### src/rtl/mstate_pkg.sv
package mstate_pkg;

   typedef logic [2:0] mmu_ctx_t;

   typedef struct packed {
      logic flush;
      logic swap;
      logic halt;
   } mstate_fx_t;

   function automatic logic [31:0] vec_base_of(input logic ep, input logic [31:0] hi);
      return ep ? hi : 32'h0;
   endfunction

endpackage

### src/rtl/mstate_wr_filter.sv
module mstate_wr_filter #(
   parameter int unsigned XLEN = 64,
   parameter int unsigned PR_B = 14,
   parameter int unsigned HV_B = 60,
   parameter int unsigned IR_B = 5,
   parameter int unsigned DR_B = 4,
   parameter int unsigned EE_B = 15
) (
   input  logic [XLEN-1:0] cur_i,
   input  logic [XLEN-1:0] data_i,
   input  logic [XLEN-1:0] mask_i,
   input  logic            alter_hv_i,
   input  logic            embedded_i,
   output logic [XLEN-1:0] pre_o,
   output logic [XLEN-1:0] fin_o
);
   logic hv_free;

   assign hv_free = alter_hv_i & cur_i[HV_B];

   always_comb begin
      pre_o       = data_i & mask_i;
      if (!hv_free) begin
         pre_o[HV_B] = cur_i[HV_B];
      end
      fin_o = pre_o;
      if (!embedded_i && pre_o[PR_B]) begin
         fin_o[EE_B] = 1'b1;
         fin_o[DR_B] = 1'b1;
         fin_o[IR_B] = 1'b1;
      end
   end
endmodule

### src/rtl/mstate_fx_gen.sv
module mstate_fx_gen
   import mstate_pkg::*;
#(
   parameter bit HAS_SHADOW = 1'b1
) (
   input  logic       d_ir_i,
   input  logic       d_dr_i,
   input  logic       d_gs_i,
   input  logic       d_tgpr_i,
   input  logic       pow_i,
   input  logic       irq_pend_i,
   input  logic       pd_ok_i,
   input  logic       embedded_i,
   output mstate_fx_t fx_o
);
   logic swap_w;

   generate
      if (HAS_SHADOW) begin : g_shadow
         assign swap_w = d_tgpr_i;
      end else begin : g_no_shadow
         logic unused_tgpr;
         assign unused_tgpr = d_tgpr_i;
         assign swap_w      = 1'b0;
      end
   endgenerate

   assign fx_o.flush = d_ir_i | d_dr_i | (embedded_i & d_gs_i);
   assign fx_o.swap  = swap_w;
   assign fx_o.halt  = pow_i & ~irq_pend_i & pd_ok_i;
endmodule

### src/rtl/mstate_ctx_idx.sv
module mstate_ctx_idx
   import mstate_pkg::*;
(
   input  logic     pr_i,
   input  logic     hv_i,
   input  logic     gs_i,
   input  logic     xlate_i,
   input  logic     space_i,
   input  logic     embedded_i,
   output mmu_ctx_t idx_o
);
   assign idx_o[0] = ~pr_i;
   assign idx_o[1] = embedded_i ? space_i : ~xlate_i;
   assign idx_o[2] = embedded_i ? gs_i : hv_i;
endmodule

### src/rtl/mstate_unit.sv
module mstate_unit
   import mstate_pkg::*;
#(
   parameter int unsigned XLEN       = 64,
   parameter int unsigned VEC_W      = 32,
   parameter logic [31:0] VEC_HI     = 32'hFFF0_0000,
   parameter logic [63:0] RST_STATE  = 64'h0,
   parameter bit          HAS_SHADOW = 1'b1,
   parameter int unsigned PR_B       = 14,
   parameter int unsigned HV_B       = 60,
   parameter int unsigned IR_B       = 5,
   parameter int unsigned DR_B       = 4,
   parameter int unsigned EE_B       = 15,
   parameter int unsigned EP_B       = 6,
   parameter int unsigned GS_B       = 28,
   parameter int unsigned IS_B       = 5,
   parameter int unsigned DS_B       = 4,
   parameter int unsigned TGPR_B     = 17,
   parameter int unsigned POW_B      = 18
) (
   input  logic             clk_i,
   input  logic             rst_ni,
   input  logic             wr_en_i,
   input  logic [63:0]      wr_data_i,
   input  logic             alter_hv_i,
   input  logic [63:0]      wr_mask_i,
   input  logic             embedded_i,
   input  logic             irq_pend_i,
   input  logic             pd_ok_i,
   output logic [63:0]      state_o,
   output logic             flush_o,
   output logic             swap_o,
   output logic [31:0]      vec_base_o,
   output logic             halt_o,
   output logic [2:0]       immu_idx_o,
   output logic [2:0]       dmmu_idx_o
);
   localparam int unsigned MAX_B = XLEN - 1;

   initial begin
      a_xlen : assert (XLEN == 64 && VEC_W == 32);
      a_bits : assert (PR_B <= MAX_B && HV_B <= MAX_B && IR_B <= MAX_B && DR_B <= MAX_B &&
                       EE_B <= MAX_B && EP_B <= MAX_B && GS_B <= MAX_B && IS_B <= MAX_B &&
                       DS_B <= MAX_B && TGPR_B <= MAX_B && POW_B <= MAX_B);
      a_distinct : assert (PR_B != HV_B && PR_B != IR_B && PR_B != DR_B && PR_B != EE_B &&
                           IR_B != DR_B && EE_B != IR_B && EE_B != DR_B);
   end

   logic [XLEN-1:0] state_q, pre_w, fin_w, diff_w;
   logic [VEC_W-1:0] vec_q;
   mstate_fx_t      fx_w, fx_q;
   mmu_ctx_t        iidx_w, didx_w;

   mstate_wr_filter #(
      .XLEN(XLEN), .PR_B(PR_B), .HV_B(HV_B), .IR_B(IR_B), .DR_B(DR_B), .EE_B(EE_B)
   ) filt_i (
      .cur_i      (state_q),
      .data_i     (wr_data_i),
      .mask_i     (wr_mask_i),
      .alter_hv_i (alter_hv_i),
      .embedded_i (embedded_i),
      .pre_o      (pre_w),
      .fin_o      (fin_w)
   );

   assign diff_w = pre_w ^ state_q;

   mstate_fx_gen #(.HAS_SHADOW(HAS_SHADOW)) fx_i (
      .d_ir_i     (diff_w[IR_B]),
      .d_dr_i     (diff_w[DR_B]),
      .d_gs_i     (diff_w[GS_B]),
      .d_tgpr_i   (diff_w[TGPR_B]),
      .pow_i      (fin_w[POW_B]),
      .irq_pend_i (irq_pend_i),
      .pd_ok_i    (pd_ok_i),
      .embedded_i (embedded_i),
      .fx_o       (fx_w)
   );

   always_ff @(posedge clk_i) begin
      if (!rst_ni) begin
         state_q <= RST_STATE;
         vec_q   <= vec_base_of(RST_STATE[EP_B], VEC_HI);
         fx_q    <= '0;
      end else begin
         fx_q <= wr_en_i ? fx_w : '0;
         if (wr_en_i) begin
            state_q <= fin_w;
            if (diff_w[EP_B]) begin
               vec_q <= vec_base_of(pre_w[EP_B], VEC_HI);
            end
         end
      end
   end

   generate
      for (genvar s = 0; s < 2; s++) begin : g_side
         localparam int unsigned XL_B = (s == 0) ? IR_B : DR_B;
         localparam int unsigned SP_B = (s == 0) ? IS_B : DS_B;
         mmu_ctx_t idx_w;
         mstate_ctx_idx ctx_i (
            .pr_i       (state_q[PR_B]),
            .hv_i       (state_q[HV_B]),
            .gs_i       (state_q[GS_B]),
            .xlate_i    (state_q[XL_B]),
            .space_i    (state_q[SP_B]),
            .embedded_i (embedded_i),
            .idx_o      (idx_w)
         );
         if (s == 0) begin : g_inst
            assign iidx_w = idx_w;
         end else begin : g_data
            assign didx_w = idx_w;
         end
      end
   endgenerate

   assign state_o    = state_q;
   assign vec_base_o = vec_q;
   assign flush_o    = fx_q.flush;
   assign swap_o     = fx_q.swap;
   assign halt_o     = fx_q.halt;
   assign immu_idx_o = iidx_w;
   assign dmmu_idx_o = didx_w;

   p_hv_kept_r3 : assert property (@(posedge clk_i) disable iff (!rst_ni)
      (wr_en_i && !(alter_hv_i && state_q[HV_B])) |=> (state_q[HV_B] == $past(state_q[HV_B])));

   p_flush_src_r4 : assert property (@(posedge clk_i) disable iff (!rst_ni)
      flush_o |-> $past(wr_en_i));

   p_swap_toggle_r5 : assert property (@(posedge clk_i) disable iff (!rst_ni)
      swap_o |-> (state_q[TGPR_B] != $past(state_q[TGPR_B])));

   p_vec_base_r6 : assert property (@(posedge clk_i) disable iff (!rst_ni)
      vec_q == (state_q[EP_B] ? VEC_HI : 32'h0));

   p_user_force_r7 : assert property (@(posedge clk_i) disable iff (!rst_ni)
      (wr_en_i && !embedded_i) |=> (!state_q[PR_B] || (state_q[EE_B] && state_q[DR_B] && state_q[IR_B])));

   p_halt_cond_r8 : assert property (@(posedge clk_i) disable iff (!rst_ni)
      halt_o |-> (state_q[POW_B] && !$past(irq_pend_i) && $past(pd_ok_i)));

   p_idx_shared_r10 : assert property (@(posedge clk_i) disable iff (!rst_ni)
      (immu_idx_o[0] == dmmu_idx_o[0]) && (immu_idx_o[2] == dmmu_idx_o[2]));

   p_hold_r11 : assert property (@(posedge clk_i) disable iff (!rst_ni)
      !wr_en_i |=> ($stable(state_q) && !flush_o && !swap_o && !halt_o));
endmodule

### config.mk
export PLATFORM = sky130hd
export DESIGN_NAME = mstate_unit
export DESIGN_NICKNAME = d
export VERILOG_FILES = /design/src/rtl/mstate_pkg.sv /design/src/rtl/mstate_wr_filter.sv /design/src/rtl/mstate_fx_gen.sv /design/src/rtl/mstate_ctx_idx.sv /design/src/rtl/mstate_unit.sv
export SDC_FILE = /design/constraint.sdc
export NUM_CORES = 1
export LEC_CHECK = 0
export ABC_AREA = 0
export BUFFER_PORTS_ARGS = -buffer_cell sky130_fd_sc_hd__buf_4
export CAP_MARGIN = 40
export CORE_AREA = 2 2 94 96
export CTS_CLUSTER_SIZE = 16
export DETAILED_ROUTE_END_ITERATION = 6
export DIE_AREA = 0 0 96 98
export GPL_ROUTABILITY_DRIVEN = 0
export PLACE_DENSITY = 0.76
export SYNTH_ARGS = -nofsm -noshare
export SYNTH_HDL_FRONTEND = slang
export SYNTH_SLANG_ARGS = --single-unit
### constraint.sdc
create_clock -name clk_i -period 1.1 [get_ports clk_i]
set_input_delay 0.22 -clock clk_i [delete_from_list [all_inputs] [get_ports clk_i]]
set_output_delay 0.22 -clock clk_i [all_outputs]
set_load 0.01 [all_outputs]
# == After elaboration in Yosys (flattened, before gate mapping) ==
# Cells that the tools add are included.
# totals
ff_bits,99
inputBits,135
output_inout_bits,105
wordCells,28
# op_classes
n_mux,7
n_bitwise,12
n_reduce_logical,4
# op_table
op,n
$and A64 B64 Y64,1
$mux W32,1
$xor A29 B29 Y29,1
$mux W1,5
$and A1 B1 Y1,4
$not A1 Y1,4
$reduce_and A2 Y1,2
$mux W2,1
$or A1 B1 Y1,2
$logic_and A1 B1 Y1,1
$logic_not A1 Y1,1

# == Longest topological paths before layout ==
# depth
word_depth,4
mapped_depth,5
mapped_depth_nobuf,3

# == Hierarchy ==
# Synthesis repeated with hierarchy kept, for this count alone.
# unflattened
hier_cells,399
hier_area_um2,3819.9
# by_module_without_submodules
mod,n_inst,cells_per_inst,area_per_inst_um2,seq_area_each_um2
mstate_unit,1,256,2820.2,1361.3
mstate_wr_filter,1,132,909.6,0.0
mstate_ctx_idx,2,4,32.5,0.0
mstate_fx_gen,1,3,25.0,0.0

# == Worst setup path before layout ==
# Ideal clock, no wire load.
# synth_timing
kind,flip-flop to output port
startpoint,register state_q[28] (netlist: state_o[28])
endpoint,output immu_idx_o[2]
t_arrival_ns,0.756
required_time_ns,0.880
setup_slack_ns,0.124
path_stages_with_launch,3
n_path_buf,1
path_cell_list,dfxtp_1 mux2_2 buf_4
# synth_via
elab_chain_len,1
# synth_rtl
item,line_no,text
start: declaration,mstate_unit.sv:49,"logic [XLEN-1:0] state_q, pre_w, fin_w, diff_w;"
start signal: assignment,mstate_unit.sv:88,state_q <= fin_w;
$mux W1,--,
end: declaration,mstate_unit.sv:35,"output logic [2:0] immu_idx_o,"
# Every way passes these cells.

# == Worst setup path in the final report ==
# layout_timing
startpoint,register state_q[60] (netlist: state_o[60])
endpoint,output immu_idx_o[2]
# layout_via
elab_chain_len,1
# layout_rtl
item,line_no,text
$mux W1,mstate_ctx_idx.sv:14,assign idx_o[2] = embedded_i ? gs_i : hv_i;
# Every way passes these cells.

==> impl_metrics.tcl <==
set metrics [dict create \
    status "complete, but fails checks" \
    failed_checks "negative setup slack" \
    initial_utilization 0.365 \
    grtUsageTotal 0.169 \
    timing.critical_path.buf_inv 1 \
    grt.overflow.total 0 \
    clock.fmax_mhz 770 \
    drtAntennaViolNets 0 \
    postSynthAreaPerCell_um2 9.01 \
    cts_buffers 9 \
    cap_viol_max_count 0 \
    synth_area_leader_cell "sky130_fd_sc_hd__dfxtp_1" \
    netSwitchingFraction 0.261 \
    ys_seq_elements 68 \
    postRouteWirelength_um 8070 \
    filler_cell_count 753 \
    cts.reportedPaths.clkPinSlew_ns 0.07 \
    min_path_type "in2reg" \
    worst-path-stages 2 \
    yosys.area_share.adder 0 \
    ys_seq_area_frac 0.441 \
    p_total_mw 5.51 \
    layout_setup_ws_ns -0.199 \
    tritoncts "yes" \
    pin_count 240 \
    synth-warning-count 0 \
    clock-sinks 68 \
    worst_ep_required_time_ns 0.88 \
    seq_power_share 0.476 \
    crit_slowest_cell "sky130_fd_sc_hd__dfxtp_2" \
    final_min_period_over_clock_period 1.18 \
    drt_pass1_iterations 4 \
    syn-instance-count 343 \
    wl_met1_um 3100 \
    die_h_um 98 \
    flow.area_growth_from_synthesis_pct 60.7 \
    clock_period_minus_worst_slack_ns 1.30 \
    max_stage_delay_ns 0.33 \
    total_leakage_power_nw 2.27 \
    relative_contribution_of_the_clock_network_to_total_power 0.317 \
    path_cells "mux2_4, buf_6" \
    vias 2982 \
    multiplexer_share_of_the_synthesized_area 0.00365 \
    viasPerCell 4.52 \
    fin_nets 682 \
    cts_max_path_buffers 2 \
    worstSkewPairLatency_ns 0.34 \
    synth.cell_area_um2 3090 \
    drt_first_iter_violations 67 \
    detail_route.wl_per_cell_um 12.2 \
    power.combinational.fraction 0.207 \
    antenna_found_initial 0 \
    route.detailed.drc 0 \
    synth_compound_gate_area_share 0.171 \
    dominant_combinational_cell_family_by_area_after_synthesis "simple AND/OR/NAND/NOR gates" \
    die_w_um 96 \
    cp-start-kind "flop" \
    routed.top_layer "met4" \
    internal_power_mw 4.07 \
    worst_hold_path.num_cells 2 \
    timing.critical_path.to_type "output pin" \
    grt_first_pass_wirelength_um 12600 \
    final-setup-viol-count 18 \
    synth.lib_cells_used.distinct 24 \
    grt_max_degree 65 \
    timing.setup.critical_path_class "reg2out" \
    cts_root_buf "sky130_fd_sc_hd__clkbuf_8" \
    postLayoutCellArea_um2 4960 \
    numPortBuffers 219 \
    vias_in_the_first_global_route 2865 \
    dp.final_hpwl_um 6000 \
    cpLargestDelayFamily "flip-flops" \
    power_density_nw_per_um2 1110 \
    hold_viol 0 \
    met3_wirelength_um 665 \
    max-vdd-ir-drop_mv 0.667 \
    grt_setup_unrepaired "yes" \
    final.setup_skew_ns 0.00660 \
    critPathArrivalTime_ns 1.08 \
    finalHoldWorstSlack_ns 0.0520 \
    hold_buffers 0 \
    placeableCoreArea_um2 8470 \
    final_layout_size_suffix_gt1_frac 0.471 \
    synth_xor_xnor_area_share 0.0142 \
    timing.critical_path.fanout_max 2 \
    antenna-diode-count 0 \
    routed-wl-met2_um 4180 \
    floorplan.die_area_um2 9410 \
    post_synth_and_or_nand_nor_area_fraction 0.238 \
    slew_viol_final 0 \
    post_synth_main_area_contributors "sky130_fd_sc_hd__dfxtp_1 44%, sky130_fd_sc_hd__nand2b_1 12%, sky130_fd_sc_hd__buf_4 10%, sky130_fd_sc_hd__nand3_1 9.7%, sky130_fd_sc_hd__a21boi_1 8.3%" \
    power.net_switching_mw 1.43 \
    netlist.area_leader.share 0.441 \
    placement.cell_area_um2 4620 \
    placement_rows 34 \
    reg2regPathDepth 5 \
    htree_levels 3 \
]
## final cells by class
type                       instances  area, µm²  share of cell area
timing repair buffer             233       1880               0.378
multi-input combinational        233       1400               0.283
sequential                        68       1370               0.277
tap                              108        135              0.0272
clock buffer                       9        124              0.0249
clock inverter                     7       43.8             0.00882
inverter                           2       7.51             0.00151
## power by group through the flow
stage               registers, mW  logic (mW)  clock network, mW
finish                       2.62        1.14               1.75
global route                 2.63        1.24               1.94
CTS                          2.62        1.14               1.82
detailed placement           2.67        1.07                  0
global placement             2.67        1.06                  0
floorplan                    2.72       0.471                  0
## layout by cell type, fill, tap and decap left out, drive strengths merged, types with 2 or more instances in the layout
cell type	instances
nor2	2
clkinv	5
nand2b	59
a21oi	5
dfxtp	68
o21ai	5
conb	20
nand3	60
o21a	2
xnor2	2
a31oi	2
a21boi	60
inv	2
clkbuf	9
clkinvlp	2
xor2	3
buf	233
nand2	9
## flip-flops by register name (all words and copies together) (netlist names)
register and cells:
state_o 64, vec_base_o 1, halt_o 1, swap_o 1, flush_o 1
## synth_stat cells
library cell / count
sky130_fd_sc_hd__o21ai_1: 3
sky130_fd_sc_hd__o21ai_0: 2
sky130_fd_sc_hd__nor2_1: 2
sky130_fd_sc_hd__xor2_1: 3
sky130_fd_sc_hd__nand2_1: 9
sky130_fd_sc_hd__buf_4: 41
sky130_fd_sc_hd__a21boi_0: 26
sky130_fd_sc_hd__mux2_2: 1
sky130_fd_sc_hd__clkbuf_1: 9
sky130_fd_sc_hd__conb_1: 1
sky130_fd_sc_hd__buf_2: 7
sky130_fd_sc_hd__o21a_1: 2
sky130_fd_sc_hd__a21boi_1: 34
sky130_fd_sc_hd__nand3_1: 60
sky130_fd_sc_hd__inv_1: 2
sky130_fd_sc_hd__buf_6: 2
sky130_fd_sc_hd__and3b_1: 1
sky130_fd_sc_hd__a31oi_1: 2
sky130_fd_sc_hd__xnor2_1: 2
sky130_fd_sc_hd__nand4b_1: 1
sky130_fd_sc_hd__and2_1: 1
sky130_fd_sc_hd__a21oi_1: 5
sky130_fd_sc_hd__nand2b_1: 59
sky130_fd_sc_hd__dfxtp_1: 68
## metal layers
layer  vias up  track usage
li1       1504            -
met1      1334        0.180
met2       133        0.307
met3        11       0.0478
met4         0       0.0692
met5         -            0
## timing repair
action	in CTS	in global routing
pin swaps	2	0
buffers inserted	5	2
resized for setup	30	7
endpoints found under the setup margin	21	23
cloned	1	0
## logic make-up (layout without fill, tap and decap cells)
logic type / after synthesis / in the layout
AO/OA/AOI/OAI: 74 / 74
flip-flops: 68 / 68
AND/OR/NAND/NOR: 133 / 133
XOR/XNOR: 5 / 5
buffers and inverters: 61 / 251
multiplexers: 1 / 1
other: 1 / 20
## stage by stage
| step | setup TNS (ns) | cells | util | setup WS (ns) |
|---|---|---|---|---|
| after global placement | 0 | 636 | 0.546 | 0.0696 |
| after CTS | -1.79 | 658 | 0.582 | -0.203 |
| after global routing | -2.53 | 660 | 0.586 | -0.252 |
| after detailed placement | 0 | 636 | 0.546 | 0.0507 |
| after floorplan | 0 | 362 | - | 0.124 |
| final | -1.52 | 660 | 0.586 | -0.199 |
## final timing paths
check                                    start  slack, ns              to
worst max-delay path               state_o[60]      -0.20   immu_idx_o[2]
worst min-delay path                alter_hv_i       0.05     state_o[60]
worst max register to register  vec_base_o[30]       0.08  vec_base_o[30]
worst min register to register     state_o[39]       0.47     state_o[39]
Note: power is estimated with default switching activity, not from simulation.
